[src/rtl/sadc_pkg.sv]
package sadc_pkg;
  typedef enum logic [1:0] {
    ST_IDLE  = 2'd0,
    ST_CONV  = 2'd1,
    ST_SHIFT = 2'd2
  } sadc_state_e;
endpackage

[src/rtl/sadc_edge_sync.sv]
// Multi-flop synchronizer with edge pulses taken from the settled stage.
module sadc_edge_sync #(
  parameter int STAGES  = 2,
  parameter bit RST_VAL = 1'b0
) (
  input  logic clk,
  input  logic rst_n,
  input  logic din,
  output logic rise,
  output logic fall
);
  logic [STAGES-1:0] chain;
  logic              prev;

  always_ff @(posedge clk) begin
    if (!rst_n) begin
      chain <= {STAGES{RST_VAL}};
      prev  <= RST_VAL;
    end else begin
      chain <= {chain[STAGES-2:0], din};
      prev  <= chain[STAGES-1];
    end
  end

  assign rise = chain[STAGES-1] & ~prev;
  assign fall = ~chain[STAGES-1] & prev;
endmodule

[src/rtl/sadc_conv_timer.sv]
// Conversion timer: done pulses in the last cycle of a run of CONV_CYCLES.
module sadc_conv_timer #(
  parameter int CONV_CYCLES = 64
) (
  input  logic clk,
  input  logic rst_n,
  input  logic start,
  input  logic abort,
  output logic done
);
  localparam int CW = $clog2(CONV_CYCLES + 1);

  logic [CW-1:0] cnt;
  logic          run;

  assign done = run && (cnt == CW'(CONV_CYCLES - 1));

  always_ff @(posedge clk) begin
    if (!rst_n) begin
      run <= 1'b0;
      cnt <= '0;
    end else if (abort) begin
      run <= 1'b0;
      cnt <= '0;
    end else if (start) begin
      run <= 1'b1;
      cnt <= '0;
    end else if (done) begin
      run <= 1'b0;
      cnt <= '0;
    end else if (run) begin
      cnt <= cnt + 1'b1;
    end
  end
endmodule

[src/rtl/sadc_frame_shifter.sv]
// Frame register: flag bit, result MSB first, padding, then zero fill.
module sadc_frame_shifter #(
  parameter int DATA_W   = 10,
  parameter int SUB_BITS = 2
) (
  input  logic              clk,
  input  logic              rst_n,
  input  logic              load,
  input  logic              shift,
  input  logic              clear,
  input  logic [DATA_W-1:0] data,
  output logic              bit_out
);
  localparam int FRAME = 1 + DATA_W + SUB_BITS;

  logic [FRAME-1:0] sh;
  logic [FRAME-1:0] ld_word;

  generate
    if (SUB_BITS > 0) begin : g_pad
      assign ld_word = {1'b1, data, {SUB_BITS{1'b0}}};
    end else begin : g_nopad
      assign ld_word = {1'b1, data};
    end
  endgenerate

  always_ff @(posedge clk) begin
    if (!rst_n || clear) begin
      sh <= '0;
    end else if (load) begin
      sh <= ld_word;
    end else if (shift) begin
      sh <= {sh[FRAME-2:0], 1'b0};
    end
  end

  assign bit_out = sh[FRAME-1];
endmodule

[src/rtl/sadc_serial_port.sv]
module sadc_serial_port #(
  parameter int DATA_W      = 10,
  parameter int SUB_BITS    = 2,
  parameter int CONV_CYCLES = 64,
  parameter int SYNC_STAGES = 2
) (
  input  logic              clk,
  input  logic              rst_n,
  input  logic              cs_n,
  input  logic              sclk,
  input  logic [DATA_W-1:0] sample_in,
  output logic              sdo,
  output logic              sdo_oe,
  output logic              busy,
  output logic              proto_err
);
  import sadc_pkg::*;

  localparam int          N_IN   = 2;
  localparam logic [1:0]  IN_RST = 2'b01;  // index 0 chip select idles high

  logic [N_IN-1:0] raw_in;
  logic [N_IN-1:0] rise_v;
  logic [N_IN-1:0] fall_v;

  assign raw_in = {sclk, cs_n};

  generate
    for (genvar i = 0; i < N_IN; i++) begin : g_sync
      sadc_edge_sync #(
        .STAGES (SYNC_STAGES),
        .RST_VAL(IN_RST[i])
      ) u_sync (
        .clk  (clk),
        .rst_n(rst_n),
        .din  (raw_in[i]),
        .rise (rise_v[i]),
        .fall (fall_v[i])
      );
    end
  endgenerate

  logic cs_rise, cs_fall, sclk_rise, sclk_fall;
  assign cs_rise   = rise_v[0];
  assign cs_fall   = fall_v[0];
  assign sclk_rise = rise_v[1];
  assign sclk_fall = fall_v[1];

  sadc_state_e       st;
  logic [DATA_W-1:0] samp_q;
  logic              conv_done;
  logic              sh_bit;
  logic              start_conv;

  assign start_conv = (st == ST_IDLE) && cs_fall;

  sadc_conv_timer #(.CONV_CYCLES(CONV_CYCLES)) u_timer (
    .clk  (clk),
    .rst_n(rst_n),
    .start(start_conv),
    .abort(cs_rise),
    .done (conv_done)
  );

  sadc_frame_shifter #(.DATA_W(DATA_W), .SUB_BITS(SUB_BITS)) u_shift (
    .clk    (clk),
    .rst_n  (rst_n),
    .load   (conv_done && (st == ST_CONV) && !cs_rise),
    .shift  ((st == ST_SHIFT) && sclk_fall && !cs_rise),
    .clear  (cs_rise),
    .data   (samp_q),
    .bit_out(sh_bit)
  );

  always_ff @(posedge clk) begin
    if (!rst_n) begin
      st     <= ST_IDLE;
      samp_q <= '0;
    end else if (cs_rise) begin
      st <= ST_IDLE;
    end else begin
      unique case (st)
        ST_IDLE: if (cs_fall) begin
          st     <= ST_CONV;
          samp_q <= sample_in;
        end
        ST_CONV:  if (conv_done) st <= ST_SHIFT;
        ST_SHIFT: st <= ST_SHIFT;
        default:  st <= ST_IDLE;
      endcase
    end
  end

  always_ff @(posedge clk) begin
    if (!rst_n) begin
      proto_err <= 1'b0;
    end else if ((st == ST_CONV) && !cs_rise && (sclk_rise || sclk_fall)) begin
      proto_err <= 1'b1;
    end
  end

  assign sdo_oe = (st != ST_IDLE);
  assign busy   = (st == ST_CONV);
  assign sdo    = (st == ST_SHIFT) && sh_bit;
endmodule

[config.mk]
export PLATFORM = sky130hd
export DESIGN_NAME = sadc_serial_port
export DESIGN_NICKNAME = d
export VERILOG_FILES = /design/src/rtl/sadc_pkg.sv /design/src/rtl/sadc_edge_sync.sv /design/src/rtl/sadc_conv_timer.sv /design/src/rtl/sadc_frame_shifter.sv /design/src/rtl/sadc_serial_port.sv
export SDC_FILE = /design/constraint.sdc
export NUM_CORES = 1
export LEC_CHECK = 0
export BUFFER_PORTS_ARGS = -buffer_cell sky130_fd_sc_hd__clkbuf_2
export CAP_MARGIN = 40
export CORE_UTILIZATION = 54
export DETAILED_ROUTE_END_ITERATION = 7
export HOLD_SLACK_MARGIN = 0.15
export PLACE_DENSITY_LB_ADDON = 0.12
export SLEW_MARGIN = 20
export SYNTH_ARGS = -nofsm -noshare
export SYNTH_HDL_FRONTEND = slang
export SYNTH_SLANG_ARGS = --single-unit
[constraint.sdc]
create_clock -name clk -period 1.7 [get_ports clk]
set_clock_uncertainty 0.05 [all_clocks]
set_input_delay 0.51 -clock clk [delete_from_list [all_inputs] [get_ports clk]]
set_output_delay 0.51 -clock clk [all_outputs]
set_load 0.02 [all_outputs]
==> flow_summary.toml, run 1 <==
[outcome]
run_status = "complete, but fails checks"
violations = "negative setup slack"

[yosys]
syn_area_per_cell_um2 = 10.1
ys.flop_type = "dfxtp_1"
syn_area_um2 = 1600
ys_types = 31
synth-seq-cells = 38
synth_nets = 179
ys_seq_area_share_pct = 47.5
synth-edff-count = 0
yosys_warnings = 0
synthCells = 159
async_flop_share_pct = 0

[place]
place_hpwl_um = 2240
dpl.cell_count = 202
port_buffers = 17
placed_area_um2 = 1730
routabilityCongestion = 0.773

[finish]
final_area_um2 = 1940
layout.nets = 204
fillCellCount = 219
drive_gt1_share_pct = 25.5
area_growth_pct = 21.2
fin_cells = 215
n_antenna_cell = 0

[run]
maxCapViolCount = 0

[floorplanning]
core-area_um2 = 2780
row_count = 19
die_y_um = 56.5
io_pins = 18
die_x_um = 56.5
die_area_um2 = 3190
initial_core_util_pct = 57.6

[route]
first_pass_iters = 4
drt_iter0_drc = 25
num_vias = 1146
ant_nets = 0
wl_um = 3220
wl_per_cell_um = 15.0
drc = 0
viasPerCell = 5.33

[setup_path]
rr_startpoint = "st[1]"
critPathTopFamily = "flip-flops"
max_stage_delay_ns = 0.37
path_cells = "inv_4, ha_4, and2_4, buf_8"
critPathLaunchType = "flop"
slowest_stage = "dfxtp_2"
cp-end-kind = "output pin"
crit_path_start = "st[0]"
critPathArrivalTime_ns = 1.16
path_buf_inv = 2
required_ns = 1.14
cp_max_fo = 3
worstSetupPathType = "reg2out"

[global_route]
track_usage_pct = 22.5
antenna_found_initial = 0
grt-ovfl-total = 0
grt_pass1_wl_um = 5370
grt_max_degree = 21
grt_pass1_vias = 1164

[power]
powerDensity_nw_per_um2 = 1070
p_leak_uw = 0.000856
power_uw = 2080
vdd_ir_drop_max_mv = 1.08

[clocking]
clockBufferDepth = 2
clk_latency_ns = 0.34
cts_root_buf = "clkbuf_4"
cts.clk_slew.worst_paths_ns = 0.11
cts_tree = "built"
cts_made_buffers = 5
cts_hold_buf = 0
htree_levels = 2
cts.sinks = 38

[timing]
fin_hold_ws_ns = 0.293
rsz0062_at_grt = "true"
min_period_over_period_pct = 101
period_needed_ns = 1.72
hold_violations = 0
setup_ws_ns = -0.0214
slew_viol_final = 0
max_slew_margin_pct = 70.5
tns_ns = -0.0373
worst_pin_slew_ns = 0.441
setup_viol = 3
max_freq_mhz = 581

[hold_path]
worstHoldStart = "cs_n"
worst_hold_path_type = "in2reg"
==> stage by stage <==
| step | setup slack [ns] | utilization, % |
|---|---|---|
| floorplan | 0.102 | - |
| global placement | 0.191 | 62.2 |
| detailed placement | 0.0475 | 62.2 |
| CTS | -0.0509 | 69.3 |
| global route | -0.0713 | 69.8 |
| finish | -0.0214 | 69.8 |
==> cells by family (layout without fill, tap and decap cells) <==
logic type / Yosys count / after routing / synth area share [%]
simple gates: 58 / 58 / 19.8
mux: 23 / 23 / 14.4
flops: 38 / 38 / 47.5
buf+inv: 14 / 39 / 4.37
xor+xnor: 5 / 5 / 2.73
fa+ha+maj: 6 / 6 / 4.69
compound gates: 15 / 15 / 6.56
==> per-layer routing <==
metal  track usage, %  vias up  part of all wire (%)
li1                 -      584                     -
met1             28.4      531                    46
met2             34.8       22                    47
met3             8.06        9                   5.1
met4             9.41        0                   2.4
met5                0        -                     0
==> final cells by class <==
class | count | area [µm²] | area share [%]
clock inverter | 1 | 30.0 | 1.55
clock buffer | 6 | 51.3 | 2.64
sequential | 38 | 766 | 39.5
timing repair buffer | 27 | 215 | 11.1
tap | 31 | 38.8 | 2.00
inverter | 5 | 26.3 | 1.35
multi-input combinational | 107 | 813 | 41.9
==> flip-flops by register name (all words and copies together), names as in the netlist <==
signal	count
proto_err	1
u_shift.sh	11
st	2
u_timer.cnt	7
g_sync.u_sync.prev	2
g_sync.u_sync.chain	4
u_timer.run	1
samp_q	10
==> cells in the final DEF (no fill, tap or decap), drive strengths merged, types with 3 or more instances in the layout <==
master	count
dfxtp	38
mux2i	23
clkbuf	20
nor2	17
buf	13
nor2b	10
nand2	9
a211oi	9
ha	6
nand2b	5
inv	5
and2	5
a21oi	3
xnor2	3
==> timing repair <==
item / CTS / global route
pin swaps: 4 / 1
resized for setup: 22 / 4
setup endpoints to repair: 3 / 3
setup buffers: 5 / 1
==> final timing paths <==
| check | endpoint | slack [ns] | depth (start not counted) |
|---|---|---|---|
| max | sdo | -0.02 | 4 |
| min reg2reg | g_sync[0].u_sync.chain[1] | 0.38 | 1 |
| min | g_sync[0].u_sync.chain[0] | 0.29 | 2 |
| max reg2reg | samp_q[6] | -0.01 | 8 |
==> synthesized netlist by cell type, types with 2 or more instances <==
master    number  area, µm²
nand3_1        2       10.0
xor2_1         2       17.5
ha_1           6       75.1
and2_1         4       25.0
clkbuf_1       4       15.0
nand4_1        2       12.5
a211oi_1       9       67.6
nand2_1        9       33.8
mux2i_1       23        230
a21oi_1        3       15.0
dfxtp_1       38        761
xnor2_1        3       26.3
inv_1          5       18.8
nor2_1        17       63.8
buf_4          2       15.0
nor2b_1       10       62.6
nand2b_1       4       25.0
and3_1         2       12.5
buf_2          2       10.0
==> power breakdown <==
part	switching (µW)	internal, µW
logic	232	260
registers	33.1	932
clock network	283	342
total	548	1530
Power figures use the tool's default switching activity.
==> run 2, diff against run 1 <==
--- a/config.mk
+++ b/config.mk
@@ -7,6 +7,7 @@
 export LEC_CHECK = 0
 export BUFFER_PORTS_ARGS = -buffer_cell sky130_fd_sc_hd__clkbuf_2
 export CAP_MARGIN = 40
+export CORE_MARGIN = 2
 export CORE_UTILIZATION = 54
 export DETAILED_ROUTE_END_ITERATION = 7
 export HOLD_SLACK_MARGIN = 0.15
==> run 2 against run 1 <==
Compared with the run above:
- the run still ends with negative setup slack left
- register-to-register slack better by 0.14 ns
- sequential cell count is the same
- critical path depth did not move
- non-clock buffer count is 1 lower
- setup slack worse by 0.0085 ns
- via count is 3.1% higher
- cell count fell by 0.47%
- die area up 7.2%
- cell area shrank 0.77%
- core utilization is 0.54 points lower
- clock-buffer cell count is the same
- power fell by 1.6%
- critical path type unchanged
- highest routed layer unchanged
==> flow_summary.toml, run 2 (synthesized netlist as in run 1, its figures left out) <==
[route]
ant_nets = 0
wl_per_cell_um = 13.3
viasPerCell = 5.52
first_pass_iters = 4
drc = 0
wl_um = 2850
num_vias = 1182
drt_iter0_drc = 31

[clocking]
cts_made_buffers = 5
cts_tree = "built"
cts.clk_slew.worst_paths_ns = 0.11
cts_root_buf = "clkbuf_4"
cts.sinks = 38
clockBufferDepth = 2
cts_hold_buf = 0
clk_latency_ns = 0.34
htree_levels = 2

[global_route]
busiest_layer = "met2"
grt-ovfl-total = 0
track_usage_pct = 19.5
met1_usage_pct = 25.4
grt_pass1_vias = 1119
met3_usage_pct = 7.69
grt_use_met2_pct = 28.6
grt_pass1_wl_um = 4880
antenna_found_initial = 0
grt_max_degree = 21

[power]
vdd_ir_drop_max_mv = 0.814
powerDensity_nw_per_um2 = 1060
p_leak_uw = 0.000844

[finish]
fillCellCount = 240
top_register = "u_shift.sh"
largest_register_ffs = 11
mostFrequentLayoutCells = "dfxtp_1 (35), mux2i_1 (23), nor2_1 (17), clkbuf_2 (14), nor2b_1 (10)"
regArea_um2 = 769
final_common_cell = "dfxtp_1"
drive_gt1_share_pct = 25.1
n_antenna_cell = 0
area_growth_pct = 20.2
layout.nets = 203
fin_cells = 214
multi_input_area_um2 = 811
reg_top3 = "u_shift.sh: 11 flops, samp_q: 10 flops, u_timer.cnt: 7 flops"

[floorplanning]
core-area_um2 = 2780
die_y_um = 58.5
initial_core_util_pct = 57.6
die_x_um = 58.5
io_pins = 18
row_count = 19
die_area_um2 = 3420

[place]
port_buffers = 17
dpl.cell_count = 203
place_hpwl_um = 1990
pre_cts_ws_ns = 0.105
routabilityCongestion = 0.813

[setup_path]
crit_path_start = "st[0]"
worstSetupPathType = "reg2out"
critPathTopFamily = "flip-flops"
critPathArrivalTime_ns = 1.17
critPathLaunchType = "flop"
slowest_stage = "dfxtp_4"
rr_startpoint = "u_timer.cnt[1]"
path_cells = "inv_4, ha_4, and2_4, buf_8"
cp_max_fo = 3
cp-end-kind = "output pin"
path_buf_inv = 2
max_stage_delay_ns = 0.38
required_ns = 1.14

[hold_path]
worstHoldStart = "cs_n"
worst_hold_path_type = "in2reg"

[timing]
max_slew_margin_pct = 72.7
max_freq_mhz = 578
hold_violations = 0
period_needed_ns = 1.73
setup_viol = 1
fin_hold_ws_ns = 0.292
setup_ws_ns = -0.0299
tns_ns = -0.0299
worst_pin_slew_ns = 0.408
rsz0062_at_grt = "true"
min_period_over_period_pct = 102
slew_viol_final = 0

[outcome]
violations = "negative setup slack"
run_status = "complete, but fails checks"

[run]
maxCapViolCount = 0
-- run 2: cell count changes in the layout (fill, tap and decap cells not counted), sizes merged --
| cell | delta |
|---|---|
| buf | -1 |
-- run 2: metal layers --
layer | up-vias | share of wire [%]
met5 | - | 0
met4 | 0 | 2.5
li1 | 585 | -
met1 | 565 | 46
met3 | 7 | 6.0
met2 | 25 | 46
-- run 2: repair_timing --
| action | 4_1_cts | 5_1_grt |
|---|---|---|
| gates resized for setup | 19 | 9 |
| hold endpoints to repair | 0 | 0 |
| setup endpoints to repair | 3 | 4 |
| buffers inserted | 3 | 1 |
| pin swaps | 2 | 2 |
-- run 2: final cells by class --
cell class                 instances  area share (%)
multi-input combinational        107            42.1
sequential                        38            40.0
timing repair buffer              26            10.3
clock buffer                       6            2.66
tap                               31            2.01
clock inverter                     1            1.56
inverter                           5            1.36
-- run 2: worst paths after layout --
| path | slack [ns] | to | depth (start not counted) |
|---|---|---|---|
| max reg2reg | 0.13 | st[0] | 5 |
| min | 0.29 | g_sync[0].u_sync.chain[0] | 2 |
| min reg2reg | 0.38 | g_sync[0].u_sync.chain[1] | 1 |
| max | -0.03 | sdo | 4 |
-- run 2: stage by stage --
stage               total power (µW)  area, µm²  utilization [%]
finish                          2050       1930             69.2
CTS                             2000       1890             68.0
detailed placement              1260       1720             62.0
global placement                1250       1720             62.0
floorplan                       1170       1600                -
global route                    2130       1930             69.2
-- run 2: report_power, final --
group	internal, µW	total (µW)	leakage [µW]	switching (µW)
Combinational	237	447	0.000489	210
Clock	342	632	0.0000443	290
Sequential	936	970	0.000310	34.8
